[config.mk]
export PLATFORM = sky130hd
export DESIGN_NAME = tap_detect
export DESIGN_NICKNAME = d
export VERILOG_FILES = /design/src/rtl/tap_pkg.sv /design/src/rtl/tap_axis_cmp.sv /design/src/rtl/tap_level_stage.sv /design/src/rtl/tap_seq_fsm.sv /design/src/rtl/tap_detect.sv
export SDC_FILE = /design/constraint.sdc
export NUM_CORES = 1
export LEC_CHECK = 0
export BUFFER_PORTS_ARGS = -buffer_cell sky130_fd_sc_hd__buf_2
export CAP_MARGIN = 40
export CORE_AREA = 3 3 76 107
export CTS_CLUSTER_DIAMETER = 200
export DETAILED_ROUTE_END_ITERATION = 6
export DIE_AREA = 0 0 79 110
export GPL_ROUTABILITY_DRIVEN = 1
export PLACE_DENSITY = 0.81
export SLEW_MARGIN = 40
export SYNTH_ARGS = -nofsm -noshare
export SYNTH_HDL_FRONTEND = slang
export SYNTH_HIERARCHICAL = 1
export SYNTH_SLANG_ARGS = --single-unit
[constraint.sdc]
create_clock -name clk -period 3.98 [get_ports clk]
set_input_delay 0.199 -clock clk [delete_from_list [all_inputs] [get_ports clk]]
set_output_delay 0.199 -clock clk [all_outputs]
set_load 0.02 [all_outputs]
[src/rtl/tap_pkg.sv]
package tap_pkg;
    typedef enum logic [2:0] {
        ST_IDLE,
        ST_HIT1,
        ST_LAT,
        ST_WIN,
        ST_HIT2
    } tap_st_e;
endpackage

[src/rtl/tap_axis_cmp.sv]
module tap_axis_cmp #(
    parameter int SMP_W     = 16,
    parameter int THR_SHIFT = 4
) (
    input  logic signed [SMP_W-1:0] smp,
    input  logic [7:0]              thr,
    output logic                    hit
);
    localparam int LIM_W = 8 + THR_SHIFT;

    logic [SMP_W-1:0] mag;
    logic [LIM_W-1:0] lim;

    always_comb begin
        // magnitude of a two's complement value; the most negative code maps to 2^(W-1)
        mag = smp[SMP_W-1] ? SMP_W'(-smp) : SMP_W'(smp);
        lim = LIM_W'(thr) << THR_SHIFT;
        hit = (mag > SMP_W'(lim));
    end
endmodule

[src/rtl/tap_level_stage.sv]
module tap_level_stage #(
    parameter int NAX = 3
) (
    input  logic           clk,
    input  logic           rst_n,
    input  logic           valid,
    input  logic [NAX-1:0] hit,
    input  logic [NAX-1:0] axis_en,
    output logic [NAX-1:0] lvl,
    output logic           rise
);
    typedef struct packed {
        logic [NAX-1:0] lvl;
        logic           prev;
    } lvl_t;

    lvl_t r_d, r_q;

    always_comb begin
        r_d      = r_q;
        r_d.prev = |r_q.lvl;
        if (valid) r_d.lvl = hit & axis_en;
    end

    always_ff @(posedge clk or negedge rst_n) begin
        if (!rst_n) r_q <= '0;
        else        r_q <= r_d;
    end

    assign lvl  = r_q.lvl;
    assign rise = (|r_q.lvl) & ~r_q.prev;

    // a start of level is reported for exactly one cycle
    p_rise_once_r2: assert property (@(posedge clk) disable iff (!rst_n)
        rise |=> !rise);
endmodule

[src/rtl/tap_seq_fsm.sv]
module tap_seq_fsm
    import tap_pkg::*;
#(
    parameter int NAX       = 3,
    parameter int GAP_SCALE = 2
) (
    input  logic           clk,
    input  logic           rst_n,
    input  logic           tick,
    input  logic [NAX-1:0] lvl,
    input  logic           rise,
    input  logic [7:0]     cfg_dur,
    input  logic [7:0]     cfg_latent,
    input  logic [7:0]     cfg_window,
    input  logic           cfg_suppress,
    output logic           single_q,
    output logic           double_q,
    output logic [NAX-1:0] src_q
);
    localparam int CW = 8 + $clog2(GAP_SCALE) + 1;
    localparam logic [CW-1:0] CNT_MAX = {CW{1'b1}};

    typedef struct packed {
        tap_st_e        st;
        logic [CW-1:0]  cnt;
        logic [NAX-1:0] cap;
        logic [NAX-1:0] src;
        logic           sgl;
        logic           dbl;
    } fsm_t;

    fsm_t r_d, r_q;

    logic          any;
    logic          dbl_en;
    logic [CW-1:0] dur_lim, lat_lim, win_lim, cnt_inc;

    always_comb begin
        any     = |lvl;
        dbl_en  = (cfg_latent != 8'd0) && (cfg_window != 8'd0);
        dur_lim = CW'(cfg_dur);
        lat_lim = CW'(cfg_latent) * CW'(GAP_SCALE);
        win_lim = CW'(cfg_window) * CW'(GAP_SCALE);
        cnt_inc = (r_q.cnt == CNT_MAX) ? r_q.cnt : r_q.cnt + 1'b1;

        r_d     = r_q;
        r_d.sgl = 1'b0;
        r_d.dbl = 1'b0;

        if (cfg_dur == 8'd0) begin
            r_d.st  = ST_IDLE;
            r_d.cnt = '0;
        end else begin
            unique case (r_q.st)
                ST_IDLE: begin
                    if (rise) begin
                        r_d.st  = ST_HIT1;
                        r_d.cnt = '0;
                        r_d.cap = lvl;
                    end
                end
                ST_HIT1: begin
                    if (!any) begin
                        r_d.cnt = '0;
                        if (r_q.cnt > dur_lim) begin
                            r_d.st = ST_IDLE;
                        end else if (dbl_en) begin
                            r_d.st = ST_LAT;
                        end else begin
                            r_d.st  = ST_IDLE;
                            r_d.sgl = 1'b1;
                            r_d.src = r_q.cap;
                        end
                    end else if (tick) begin
                        r_d.cnt = cnt_inc;
                    end
                end
                ST_LAT: begin
                    if (cfg_suppress && any) begin
                        r_d.st  = ST_IDLE;
                        r_d.sgl = 1'b1;
                        r_d.src = r_q.cap;
                    end else if (tick) begin
                        if (cnt_inc >= lat_lim) begin
                            r_d.st  = ST_WIN;
                            r_d.cnt = '0;
                        end else begin
                            r_d.cnt = cnt_inc;
                        end
                    end
                end
                ST_WIN: begin
                    if (rise) begin
                        r_d.st  = ST_HIT2;
                        r_d.cnt = '0;
                    end else if (cfg_suppress && any) begin
                        r_d.st  = ST_IDLE;
                        r_d.sgl = 1'b1;
                        r_d.src = r_q.cap;
                    end else if (tick) begin
                        if (cnt_inc >= win_lim) begin
                            r_d.st  = ST_IDLE;
                            r_d.sgl = 1'b1;
                            r_d.src = r_q.cap;
                        end else begin
                            r_d.cnt = cnt_inc;
                        end
                    end
                end
                ST_HIT2: begin
                    if (!any) begin
                        r_d.st  = ST_IDLE;
                        r_d.cnt = '0;
                        r_d.src = r_q.cap;
                        if (r_q.cnt > dur_lim) r_d.sgl = 1'b1;
                        else                   r_d.dbl = 1'b1;
                    end else if (tick) begin
                        r_d.cnt = cnt_inc;
                    end
                end
                default: r_d.st = ST_IDLE;
            endcase
        end
    end

    always_ff @(posedge clk or negedge rst_n) begin
        if (!rst_n) r_q <= '{st: ST_IDLE, default: '0};
        else        r_q <= r_d;
    end

    assign single_q = r_q.sgl;
    assign double_q = r_q.dbl;
    assign src_q    = r_q.src;

    // the two event outputs are exclusive and each lasts one cycle
    p_no_both_r11: assert property (@(posedge clk) disable iff (!rst_n)
        !(single_q && double_q));
    p_sgl_pulse_r11: assert property (@(posedge clk) disable iff (!rst_n)
        single_q |=> !single_q);
    // source flags move only together with an event
    p_src_hold_r9: assert property (@(posedge clk) disable iff (!rst_n)
        !$stable(src_q) |-> (single_q || double_q));
    // a zero width limit keeps both events quiet
    p_dur_off_r4: assert property (@(posedge clk) disable iff (!rst_n)
        (cfg_dur == 8'd0) |=> !(single_q || double_q));
    // a held level keeps the width counter pinned at its ceiling
    p_cnt_sat_r10: assert property (@(posedge clk) disable iff (!rst_n)
        (r_q.st == ST_HIT1 && r_q.cnt == CNT_MAX && any && cfg_dur != 8'd0)
        |=> (r_q.cnt == CNT_MAX));
endmodule

[src/rtl/tap_detect.sv]
module tap_detect #(
    parameter int SMP_W     = 16,
    parameter int THR_SHIFT = 4,
    parameter int GAP_SCALE = 2
) (
    input  logic                    clk,
    input  logic                    rst_n,
    input  logic                    tick,
    input  logic                    smp_valid,
    input  logic signed [SMP_W-1:0] smp_x,
    input  logic signed [SMP_W-1:0] smp_y,
    input  logic signed [SMP_W-1:0] smp_z,
    input  logic [7:0]              cfg_thresh,
    input  logic [7:0]              cfg_dur,
    input  logic [7:0]              cfg_latent,
    input  logic [7:0]              cfg_window,
    input  logic [2:0]              cfg_axis_en,
    input  logic                    cfg_suppress,
    output logic                    single_tap,
    output logic                    double_tap,
    output logic [2:0]              tap_src
);
    localparam int NAX = 3;

    logic [NAX-1:0][SMP_W-1:0] smp_all;
    logic [NAX-1:0]            hit;
    logic [NAX-1:0]            lvl;
    logic                      rise;

    assign smp_all = {smp_x, smp_y, smp_z};

    for (genvar a = 0; a < NAX; a++) begin : g_axis
        tap_axis_cmp #(
            .SMP_W     (SMP_W),
            .THR_SHIFT (THR_SHIFT)
        ) u_cmp (
            .smp (signed'(smp_all[a])),
            .thr (cfg_thresh),
            .hit (hit[a])
        );
    end

    tap_level_stage #(.NAX(NAX)) u_lvl (
        .clk     (clk),
        .rst_n   (rst_n),
        .valid   (smp_valid),
        .hit     (hit),
        .axis_en (cfg_axis_en),
        .lvl     (lvl),
        .rise    (rise)
    );

    tap_seq_fsm #(
        .NAX       (NAX),
        .GAP_SCALE (GAP_SCALE)
    ) u_fsm (
        .clk          (clk),
        .rst_n        (rst_n),
        .tick         (tick),
        .lvl          (lvl),
        .rise         (rise),
        .cfg_dur      (cfg_dur),
        .cfg_latent   (cfg_latent),
        .cfg_window   (cfg_window),
        .cfg_suppress (cfg_suppress),
        .single_q     (single_tap),
        .double_q     (double_tap),
        .src_q        (tap_src)
    );
endmodule

==> impl_metrics.env, run 1 <==
export IMPL_powerDensity_nw_per_um2=273.3
export IMPL_post_cts_setup_buffers=0
export IMPL_grt_usage_pct=24.27
export IMPL_grt_pass1_wl_um=17310
export IMPL_syn_num_nets=662
export IMPL_max_freq_mhz=268.0
export IMPL_hold_class="in -> reg"
export IMPL_route_met3_wl_um=436
export IMPL_synthesis_area_sq_um=4024
export IMPL_worstMarginPinSlew_ns=0.7421
export IMPL_via_per_inst=5.895
export IMPL_ir_worst_vdd_mv=0.1481
export IMPL_fin_util_pct=62.38
export IMPL_synthArstFlopShare_pct=100.0
export IMPL_htree_num_levels=1
export IMPL_core_sq_um=7315
export IMPL_cts_buffers_inserted=3
export IMPL_ys_ff_latch=25
export IMPL_cp_end_kind="flop"
export IMPL_maxCapViolations=0
export IMPL_grt_max_degree=26
export IMPL_io_pins=93
export IMPL_netlist_area_leader_share_pct=16.17
export IMPL_cts_buffer_depth=2
export IMPL_grt_pass1_vias=4025
export IMPL_dr_total_vias=4115
export IMPL_ys_seq_area_share_pct=15.55
export IMPL_synth_area_top_cells="ha_1 (16%), dfrtp_1 (16%), inv_1 (6.3%)"
export IMPL_firstDrtPassIters=5
export IMPL_maxUsedRoutingLayer="met4"
export IMPL_p_total_w=0.001247
export IMPL_slew_viol_final=0
export IMPL_drc=0
export IMPL_wl_um=10410
export IMPL_die_h_um=110
export IMPL_placed_cells=693
export IMPL_synth_edff_count=0
export IMPL_chipWidth_um=79
export IMPL_drtAntennaViolNets=0
export IMPL_routabilityCongestion=0.9004
export IMPL_timing_worst_setup_path_type="reg -> reg"
export IMPL_final_cell_count_no_fill=698
export IMPL_synth_flop_cell="dfrtp_1"
export IMPL_antenna_found_initial=0
export IMPL_finalClockSkew_ns=0.009281
export IMPL_cpLargestDelayFamily="simple AND/OR/NAND/NOR gates"
export IMPL_hold_viol_final=0
export IMPL_status="finished, final reports clean"
export IMPL_rsz0062_at_grt="no"
export IMPL_cts_sinks=25
export IMPL_start_util_pct=55.01
export IMPL_diodes=0
export IMPL_dieArea_sq_um=8690
export IMPL_hold_slack_ns=0.1427
export IMPL_synth_cell_types=65
export IMPL_wl_met1_um=3848
export IMPL_clock_latency_ns=0.28
export IMPL_start_kind="flop"
export IMPL_worst_path_buf_inv=1
export IMPL_routedWlPerCell_um=14.92
export IMPL_synthTopCellsByCount="inv_1 (67), ha_1 (52), nand2_1 (39), nor2_1 (35), xnor2_1 (28)"
export IMPL_nets=742
export IMPL_p_leak_nw=2.241
export IMPL_crit_path_frequent_cell="nand4_1"
export IMPL_numPortBuffers=92
export IMPL_syn_to_final_growth_pct=13.40
export IMPL_drive_above_1_share_pct=21.80
export IMPL_crit_path_max_incr_delay_ns=0.54
export IMPL_crit_fanout=8
export IMPL_std_cell_rows=37
export IMPL_arrival_ns=3.93
export IMPL_cts_tree="yes"
export IMPL_synth_warnings=6
export IMPL_tns_ns=0
export IMPL_finalCriticalPeriod_ns=3.732
export IMPL_drtIter0Drc=166
export IMPL_finalCritPeriodShare_pct=93.77
export IMPL_grt_overflow=0
export IMPL_hpwl_um=8790
export IMPL_required_ns=4.18
export IMPL_worstPathCellList="nand4_4, or3_1, o21bai_1, buf_4, or3_2, nand2_1, ha_1, nand4_1, nor2_1, a21oi_1, nand4_1, o211ai_1, mux2i_1"
export IMPL_synth_top_area_cell="ha_1"
export IMPL_finalSetupViolCount=0
export IMPL_clock_tree_root_cell="clkbuf_8"
export IMPL_synthMostInstantiatedCell="inv_1"
export IMPL_worst_path_max_delay_cell="dfrtp_1"
export IMPL_slew_headroom_pct=50.10
export IMPL_dr_wl_met2_um=5838
export IMPL_syn_avg_cell_area_sq_um=7.709
export IMPL_netlist_instances=522
export IMPL_clk_pin_slew_ns=0.10
==> flip-flops by register name (all words and copies together), names as in the netlist <==
signal          flops
u_fsm/src_q         3
u_fsm/r_q          16
u_lvl/lvl           3
u_fsm/single_q      1
u_fsm/double_q      1
u_lvl/r_q           1
==> where the power goes <==
part           internal [W]  switching (W)
Sequential         0.000299      0.0000661
Clock             0.0000713      0.0000949
Combinational      0.000310       0.000406
==> per-layer routing <==
layer,up-vias,global-route usage (%)
met1,1895,24.55
li1,2044,-
met2,144,50.36
met3,32,2.033
met5,-,0
met4,0,8.722
==> per-stage QoR <==
stage,instance area (sq um),worst slack [ns]
after floorplan,4024,0.4493
after global placement,4492,0.3928
after detailed placement,4492,0.2234
after CTS,4551,0.1787
after global routing,4563,0.02959
final,4563,0.2480
==> worst paths after layout <==
check	to	from	slack, ns	depth (start not counted)
max	u_fsm/src_q[0]$_DFFE_PN0P_	u_fsm/r_q[11]$_DFFE_PN0P_	0.25	13
min	u_lvl/lvl[1]$_DFFE_PN0P_	cfg_axis_en[1]	0.14	3
max reg2reg	u_fsm/src_q[0]$_DFFE_PN0P_	u_fsm/r_q[11]$_DFFE_PN0P_	0.25	13
min reg2reg	u_fsm/r_q[5]$_DFFE_PN0P_	u_fsm/r_q[5]$_DFFE_PN0P_	0.52	1
max in group asynchronous	u_fsm/r_q[13]$_DFFE_PN0P_	rst_n	3.13	2
min in group asynchronous	u_fsm/r_q[8]$_DFFE_PN0P_	rst_n	0.45	2
==> layout make-up <==
cell class / count / area [sq um]
clock inverters: 1 / 7.507
repair buffers: 95 / 485.5
inverters: 67 / 251.5
flip-flops and latches: 25 / 625.6
clock buffers: 3 / 41.29
multi-input cells: 410 / 3030
fillers: 665 / 2751
well taps: 97 / 121.4
==> worst min-delay path: cells and delay by family <==
| family | cells | cell delay, ns |
|---|---|---|
| buffers and inverters | 1 | 0.07 |
| AO/OA/AOI/OAI | 1 | 0.06 |
| AND/OR/NAND/NOR | 1 | 0.05 |
==> what timing repair did <==
action / CTS / global route
endpoints found under the setup margin: 0 / 9
resized for setup: 0 / 2
hold endpoints to repair: 25 / 0
hold buffers: 1 / 0
==> cell families (layout without fill, tap and decap cells) <==
kind of cell | Yosys count | in the layout | share of synthesized area, %
fa+ha+maj | 52 | 52 | 16.17
flops | 25 | 25 | 15.55
simple gates | 186 | 186 | 26.09
mux | 11 | 11 | 2.923
compound gates | 126 | 126 | 22.20
buf+inv | 87 | 166 | 9.453
xor+xnor | 35 | 35 | 7.618
==> cell usage in the layout (no fill, tap or decap), drive strengths merged, types with 8 or more instances in the layout <==
| cell | Yosys | routed |
|---|---|---|
| nand3 | 19 | 19 |
| inv | 67 | 67 |
| nand3b | 8 | 8 |
| buf | 15 | 94 |
| nor2b | 14 | 14 |
| nor2 | 36 | 36 |
| ha | 52 | 52 |
| o31ai | 20 | 20 |
| xnor2 | 28 | 28 |
| o21ai | 21 | 21 |
| nor4 | 9 | 9 |
| nand2 | 39 | 39 |
| nand4 | 17 | 17 |
| dfrtp | 25 | 25 |
| or3 | 9 | 9 |
| nor3 | 10 | 10 |
| a21oi | 27 | 27 |
(Power assumes the default switching activity.)
==> run 2, diff against run 1 <==
- BUFFER_PORTS_ARGS: -buffer_cell sky130_fd_sc_hd__buf_2 -> default
- CORE_AREA: 3 3 76 107 -> 3 3 74 103
- DIE_AREA: 0 0 79 110 -> 0 0 77 106
- DONT_BUFFER_PORTS: default -> 1
- PLACE_DENSITY: 0.81 -> 0.74
==> run 2 against run 1 <==
  * Combinational power is 11% lower
  * Highest routed layer unchanged
  * Largest cell class unchanged
  * Critical path depth did not move
  * Clock skew down 0.0058 ns
  * Largest power group unchanged
==> impl_metrics.env, run 2 (synthesis gave the netlist of run 1 again) <==
export IMPL_status="finished, final reports clean"
export IMPL_chipWidth_um=77
export IMPL_slew_headroom_pct=53.78
export IMPL_use_met2_pct=51.56
export IMPL_rsz0062_at_grt="no"
export IMPL_start_kind="flop"
export IMPL_cts_buffers_inserted=3
export IMPL_syn_to_final_growth_pct=3.762
export IMPL_crit_path_max_incr_delay_ns=0.50
export IMPL_worstMarginPinSlew_ns=0.6883
export IMPL_grt_use_met1_pct=24.28
export IMPL_worstPathCellList="ha_1, and2_1, nand3_1, o21ai_0, nand2_1, ha_1, a21o_1, a2111oi_1, and3_1, a31oi_1, buf_4, a211oi_1, a211o_2"
export IMPL_final_cell_mix="inv_1 (67), ha_1 (52), nand2_1 (39)"
export IMPL_largest_register="u_fsm/r_q"
export IMPL_drc=0
export IMPL_fin_util_pct=62.32
export IMPL_dieArea_sq_um=8162
export IMPL_diodes=0
export IMPL_p_leak_nw=1.919
export IMPL_finalCriticalPeriod_ns=3.709
export IMPL_max_freq_mhz=269.7
export IMPL_clock_latency_ns=0.27
export IMPL_hold_class="in -> reg"
export IMPL_die_h_um=106
export IMPL_antenna_found_initial=0
export IMPL_cts_sinks=25
export IMPL_seq_area_sq_um=626.9
export IMPL_grt_pass1_vias=3863
export IMPL_routedWlPerCell_um=16.91
export IMPL_clk_pin_slew_ns=0.09
export IMPL_slew_viol_final=0
export IMPL_cts_buffer_depth=2
export IMPL_cts_tree="yes"
export IMPL_hold_viol_final=0
export IMPL_io_pins=93
export IMPL_fin_area_sq_um=4175
export IMPL_finalCritPeriodShare_pct=93.18
export IMPL_powerDensity_nw_per_um2=279.2
export IMPL_grt_usage_pct=24.84
export IMPL_grt_util_met3_pct=3.136
export IMPL_ir_worst_vdd_mv=0.1600
export IMPL_worst_path_buf_inv=1
export IMPL_required_ns=4.19
export IMPL_post_cts_setup_buffers=0
export IMPL_finalClockSkew_ns=0.003527
export IMPL_dr_total_vias=3765
export IMPL_core_sq_um=6700
export IMPL_clock_tree_root_cell="clkbuf_8"
export IMPL_cpLargestDelayFamily="compound AO/OA/AOI/OAI gates"
export IMPL_hpwl_um=8612
export IMPL_arrival_ns=3.92
export IMPL_grt_pass1_wl_um=16880
export IMPL_std_cell_rows=35
export IMPL_firstDrtPassIters=5
export IMPL_drtAntennaViolNets=0
export IMPL_placed_cell_area_sq_um=4078
export IMPL_crit_fanout=7
export IMPL_timing_worst_setup_path_type="reg -> reg"
export IMPL_nets=659
export IMPL_maxCapViolations=0
export IMPL_finalSetupViolCount=0
export IMPL_numPortBuffers=0
export IMPL_crit_path_frequent_cell="ha_1"
export IMPL_start_util_pct=60.06
export IMPL_cp_end_kind="flop"
export IMPL_via_per_inst=6.172
export IMPL_multi_input_area_sq_um=3025
export IMPL_wl_um=10320
export IMPL_grt_overflow=0
export IMPL_drtIter0Drc=141
export IMPL_busiest_layer="met2"
export IMPL_mostFrequentLayoutCell="inv_1"
export IMPL_htree_num_levels=1
export IMPL_hold_slack_ns=0.01608
export IMPL_grt_max_degree=26
export IMPL_tns_ns=0
export IMPL_largest_reg_flops=16
export IMPL_routabilityCongestion=0.9091
export IMPL_nFillCells=612
export IMPL_worst_path_max_delay_cell="dfrtp_1"
export IMPL_drive_above_1_share_pct=9.073
export IMPL_p_total_w=0.001166
run 2: cell types whose count changed in the layout (fill, tap and decap cells not counted):
cell / delta
buf_12: +1
buf_2: -92
buf_4: +7
dfrtp_1: -1
dfrtp_2: +1
dlygate4sd3_1: +1
nor3_1: +1
nor3_2: -1
run 2: worst register-to-register path: cells and delay by family, from the launching register on:
family                   cells  cell delay, ns
AO/OA/AOI/OAI                6            1.51
flip-flops                   1            0.50
adder cells (fa/ha/maj)      2            0.53
AND/OR/NAND/NOR              4            0.86
buffers and inverters        1            0.26
run 2: final timing paths:
check / startpoint / to / slack (ns) / cells after the start
max in group asynchronous: rst_n / u_fsm/r_q[12]$_DFFE_PN0P_ / 3.45 / 2
worst min register to register: u_fsm/r_q[6]$_DFFE_PN0P_ / u_fsm/r_q[6]$_DFFE_PN0P_ / 0.52 / 1
worst max-delay path: u_fsm/r_q[9]$_DFFE_PN0P_ / u_fsm/r_q[13]$_DFFE_PN0P_ / 0.27 / 13
min in group asynchronous: rst_n / u_fsm/r_q[11]$_DFFE_PN0P_ / 0.37 / 2
worst min-delay path: smp_valid / u_lvl/lvl[2]$_DFFE_PN0P_ / 0.02 / 1
worst max register to register: u_fsm/r_q[9]$_DFFE_PN0P_ / u_fsm/r_q[13]$_DFFE_PN0P_ / 0.27 / 13
run 2: layer usage:
metal | routed length, um | vias up | share of wire (%)
met5 | 0 | - | 0
met4 | 290 | 0 | 2.8
met3 | 523 | 25 | 5.1
met2 | 5919 | 124 | 57
met1 | 3585 | 1739 | 35
li1 | - | 1877 | -
run 2: layout make-up:
type	count	area share [%]
multi-input combinational	410	72.46
timing repair buffer	12	2.577
sequential	25	15.01
tap	92	2.757
clock inverter	1	0.1798
inverter	67	6.023
clock buffer	3	0.9889
run 2: through the flow:
stage	setup slack [ns]	cells
5_1_grt	0.04059	610
2_1_floorplan	0.4493	522
6_report	0.2715	610
3_3_place_gp	0.3995	603
4_1_cts	0.2088	609
3_5_place_dp	0.2413	603
run 2: where the power goes:
group          total, W  switching [W]  internal [W]  leakage [nW]
sequential     0.000377      0.0000779      0.000299         0.329
combinational  0.000638       0.000350      0.000288          1.57
clock          0.000151      0.0000799     0.0000708        0.0217
total           0.00117       0.000508      0.000658          1.92
run 2: what timing repair did:
item / 4_1_cts / 5_1_grt
endpoints found under the hold margin: 25 / 1
setup endpoints to repair: 0 / 11
hold buffers: 2 / 1
gates resized for setup: 0 / 3
==> run 3, diff against run 2 <==
- CELL_PAD_IN_SITES_DETAIL_PLACEMENT: default -> 1
- CELL_PAD_IN_SITES_GLOBAL_PLACEMENT: default -> 2
- CORE_AREA: 3 3 74 103 -> 3 3 93 130
- DIE_AREA: 0 0 77 106 -> 0 0 96 133
- PLACE_DENSITY: 0.74 -> default
- PLACE_DENSITY_LB_ADDON: default -> 0.1
==> run 3 against run 2 <==
  * Cell area rose by 1.3%
  * Die area increased by 56%
  * Routed wire length grew 16%
  * Clock-buffer cell count did not move
  * Sequential power hardly changed
  * Clock power is 56% higher
  * Power is 7.0% higher
  * Critical path depth did not move
  * Flip-flop and latch count did not move
  * Non-clock buffer count shrank 4
==> impl_metrics.env, run 3 (synthesis gave the netlist of run 1 again) <==
export IMPL_status="finished, final reports clean"
export IMPL_largest_register="u_fsm/r_q"
export IMPL_nets=655
export IMPL_worstMarginPinSlew_ns=0.5711
export IMPL_post_cts_setup_buffers=0
export IMPL_clock_tree_root_cell="clkbuf_16"
export IMPL_dieArea_sq_um=12770
export IMPL_grt_pass1_vias=4160
export IMPL_final_cell_mix="inv_1 (67), ha_1 (52), nand2_1 (39)"
export IMPL_largest_reg_flops=16
export IMPL_final_cell_count_no_fill=655
export IMPL_placed_cell_area_sq_um=4116
export IMPL_layout_setup_ws_ns=0.2529
export IMPL_routabilityCongestion=0.8131
export IMPL_firstDrtPassIters=4
export IMPL_drc=0
export IMPL_dpl_worst_slack_ns=0.2301
export IMPL_fin_area_sq_um=4230
export IMPL_start_util_pct=36.65
export IMPL_die_h_um=133
export IMPL_finalCriticalPeriod_ns=3.727
export IMPL_hpwl_um=10480
export IMPL_clock_latency_ns=0.26
export IMPL_finalSetupViolCount=0
export IMPL_p_leak_nw=1.915
export IMPL_start_kind="flop"
export IMPL_timing_worst_setup_path_type="reg -> reg"
export IMPL_required_ns=4.17
export IMPL_syn_to_final_growth_pct=5.131
export IMPL_slew_headroom_pct=61.65
export IMPL_clk_pin_slew_ns=0.07
export IMPL_cts_buffers_inserted=3
export IMPL_timing_reg2reg_setup_slack_ns=0.25
export IMPL_finalClockSkew_ns=0.005429
export IMPL_grt_max_degree=26
export IMPL_nFillCells=1388
export IMPL_cp_end_kind="flop"
export IMPL_grt_usage_pct=19.32
export IMPL_std_cell_rows=45
export IMPL_hold_viol_final=0
export IMPL_r2r_end="u_fsm/src_q[2]$_DFFE_PN0P_"
export IMPL_finalCritPeriodShare_pct=93.65
export IMPL_io_pins=93
export IMPL_slew_viol_final=0
export IMPL_routedWlPerCell_um=18.25
export IMPL_cts_sinks=25
export IMPL_diodes=0
export IMPL_arrival_ns=3.91
export IMPL_max_freq_mhz=268.3
export IMPL_powerDensity_nw_per_um2=294.7
export IMPL_antenna_found_initial=0
export IMPL_mostFrequentLayoutCell="inv_1"
export IMPL_drive_above_1_share_pct=8.171
export IMPL_drtIter0Drc=108
export IMPL_numPortBuffers=0
export IMPL_r2r_start="u_fsm/r_q[12]$_DFFE_PN0P_"
export IMPL_reg2reg_depth=13
export IMPL_wl_um=11960
export IMPL_chipWidth_um=96
export IMPL_htree_num_levels=1
export IMPL_rsz0062_at_grt="no"
export IMPL_cts_tree="yes"
export IMPL_dr_total_vias=3759
export IMPL_placed_cells=649
export IMPL_cts_buffer_depth=2
export IMPL_startpoint="u_fsm/r_q[12]$_DFFE_PN0P_"
export IMPL_via_per_inst=5.739
export IMPL_p_total_w=0.001247
export IMPL_crit_fanout=8
export IMPL_tns_ns=0
export IMPL_core_sq_um=10980
export IMPL_grt_pass1_wl_um=19820
export IMPL_maxCapViolations=0
export IMPL_drtAntennaViolNets=0
export IMPL_cp_endpoint="u_fsm/src_q[2]$_DFFE_PN0P_"
export IMPL_hp_start="smp_valid"
export IMPL_grt_overflow=0
export IMPL_hold_class="in -> reg"
export IMPL_ir_worst_vdd_mv=0.1476
run 3: worst min-delay path by stage:
stage                                     to  cells past startpoint
floorplan           u_fsm/double_q$_DFF_PN0_                      0
global placement    u_fsm/r_q[9]$_DFFE_PN0P_                      0
detailed placement  u_fsm/r_q[8]$_DFFE_PN0P_                      0
CTS                 u_lvl/lvl[2]$_DFFE_PN0P_                      1
global route        u_lvl/lvl[0]$_DFFE_PN0P_                      1
finish              u_lvl/lvl[2]$_DFFE_PN0P_                      1
run 3: final cells by class:
cell class                      instances  area [sq um]  share of cell area [%]
Clock buffer                            3         75.07                   1.775
Clock inverter                          1         7.507                  0.1775
Inverter                               67         251.5                   5.945
Multi-Input combinational cell        410          3019                   71.37
Sequential cell                        25         625.6                   14.79
Tap cell                              141         176.4                   4.170
Timing Repair Buffer                    8         75.07                   1.775
run 3: what timing repair did:
action                                  in CTS  in global routing
hold buffers                                 2                  0
endpoints found under the setup margin       0                  4
hold endpoints to repair                    25                  0
resized for setup                            0                  1
run 3: critical path, stage by stage, from the launching register on:
cell and delay (ns):
dfrtp_1 0.53, nand4_4 0.17, or3_1 0.50, o21bai_1 0.23, buf_4 0.18, or3_2 0.13
nand2_1 0.11, ha_1 0.33, nand4_1 0.11, nor2_1 0.06, a21oi_1 0.39, nand4_1 0.24
o211ai_1 0.45, mux2i_1 0.23
run 3: power breakdown:
| group | switching [W] | leakage [nW] | total (W) | internal [W] |
|---|---|---|---|---|
| Clock | 0.0000981 | 0.0371 | 0.000235 | 0.000137 |
| Sequential | 0.0000791 | 0.331 | 0.000378 | 0.000299 |
| Combinational | 0.000356 | 1.55 | 0.000634 | 0.000278 |
| Total | 0.000533 | 1.91 | 0.00125 | 0.000714 |
run 3: per-layer routing:
metal	wire length, um	GRT usage [%]
met5	0	0
met4	253	5.142
met3	499	3.242
met2	7131	40.18
met1	4073	18.10
run 3: through the flow:
step	hold WS (ns)	utilization, %
after CTS	0.02021	38.52
final	0.02296	38.53
after floorplan	-0.09659	-
after global routing	0.01826	38.53
after detailed placement	-0.09596	37.49
after global placement	-0.09597	37.49
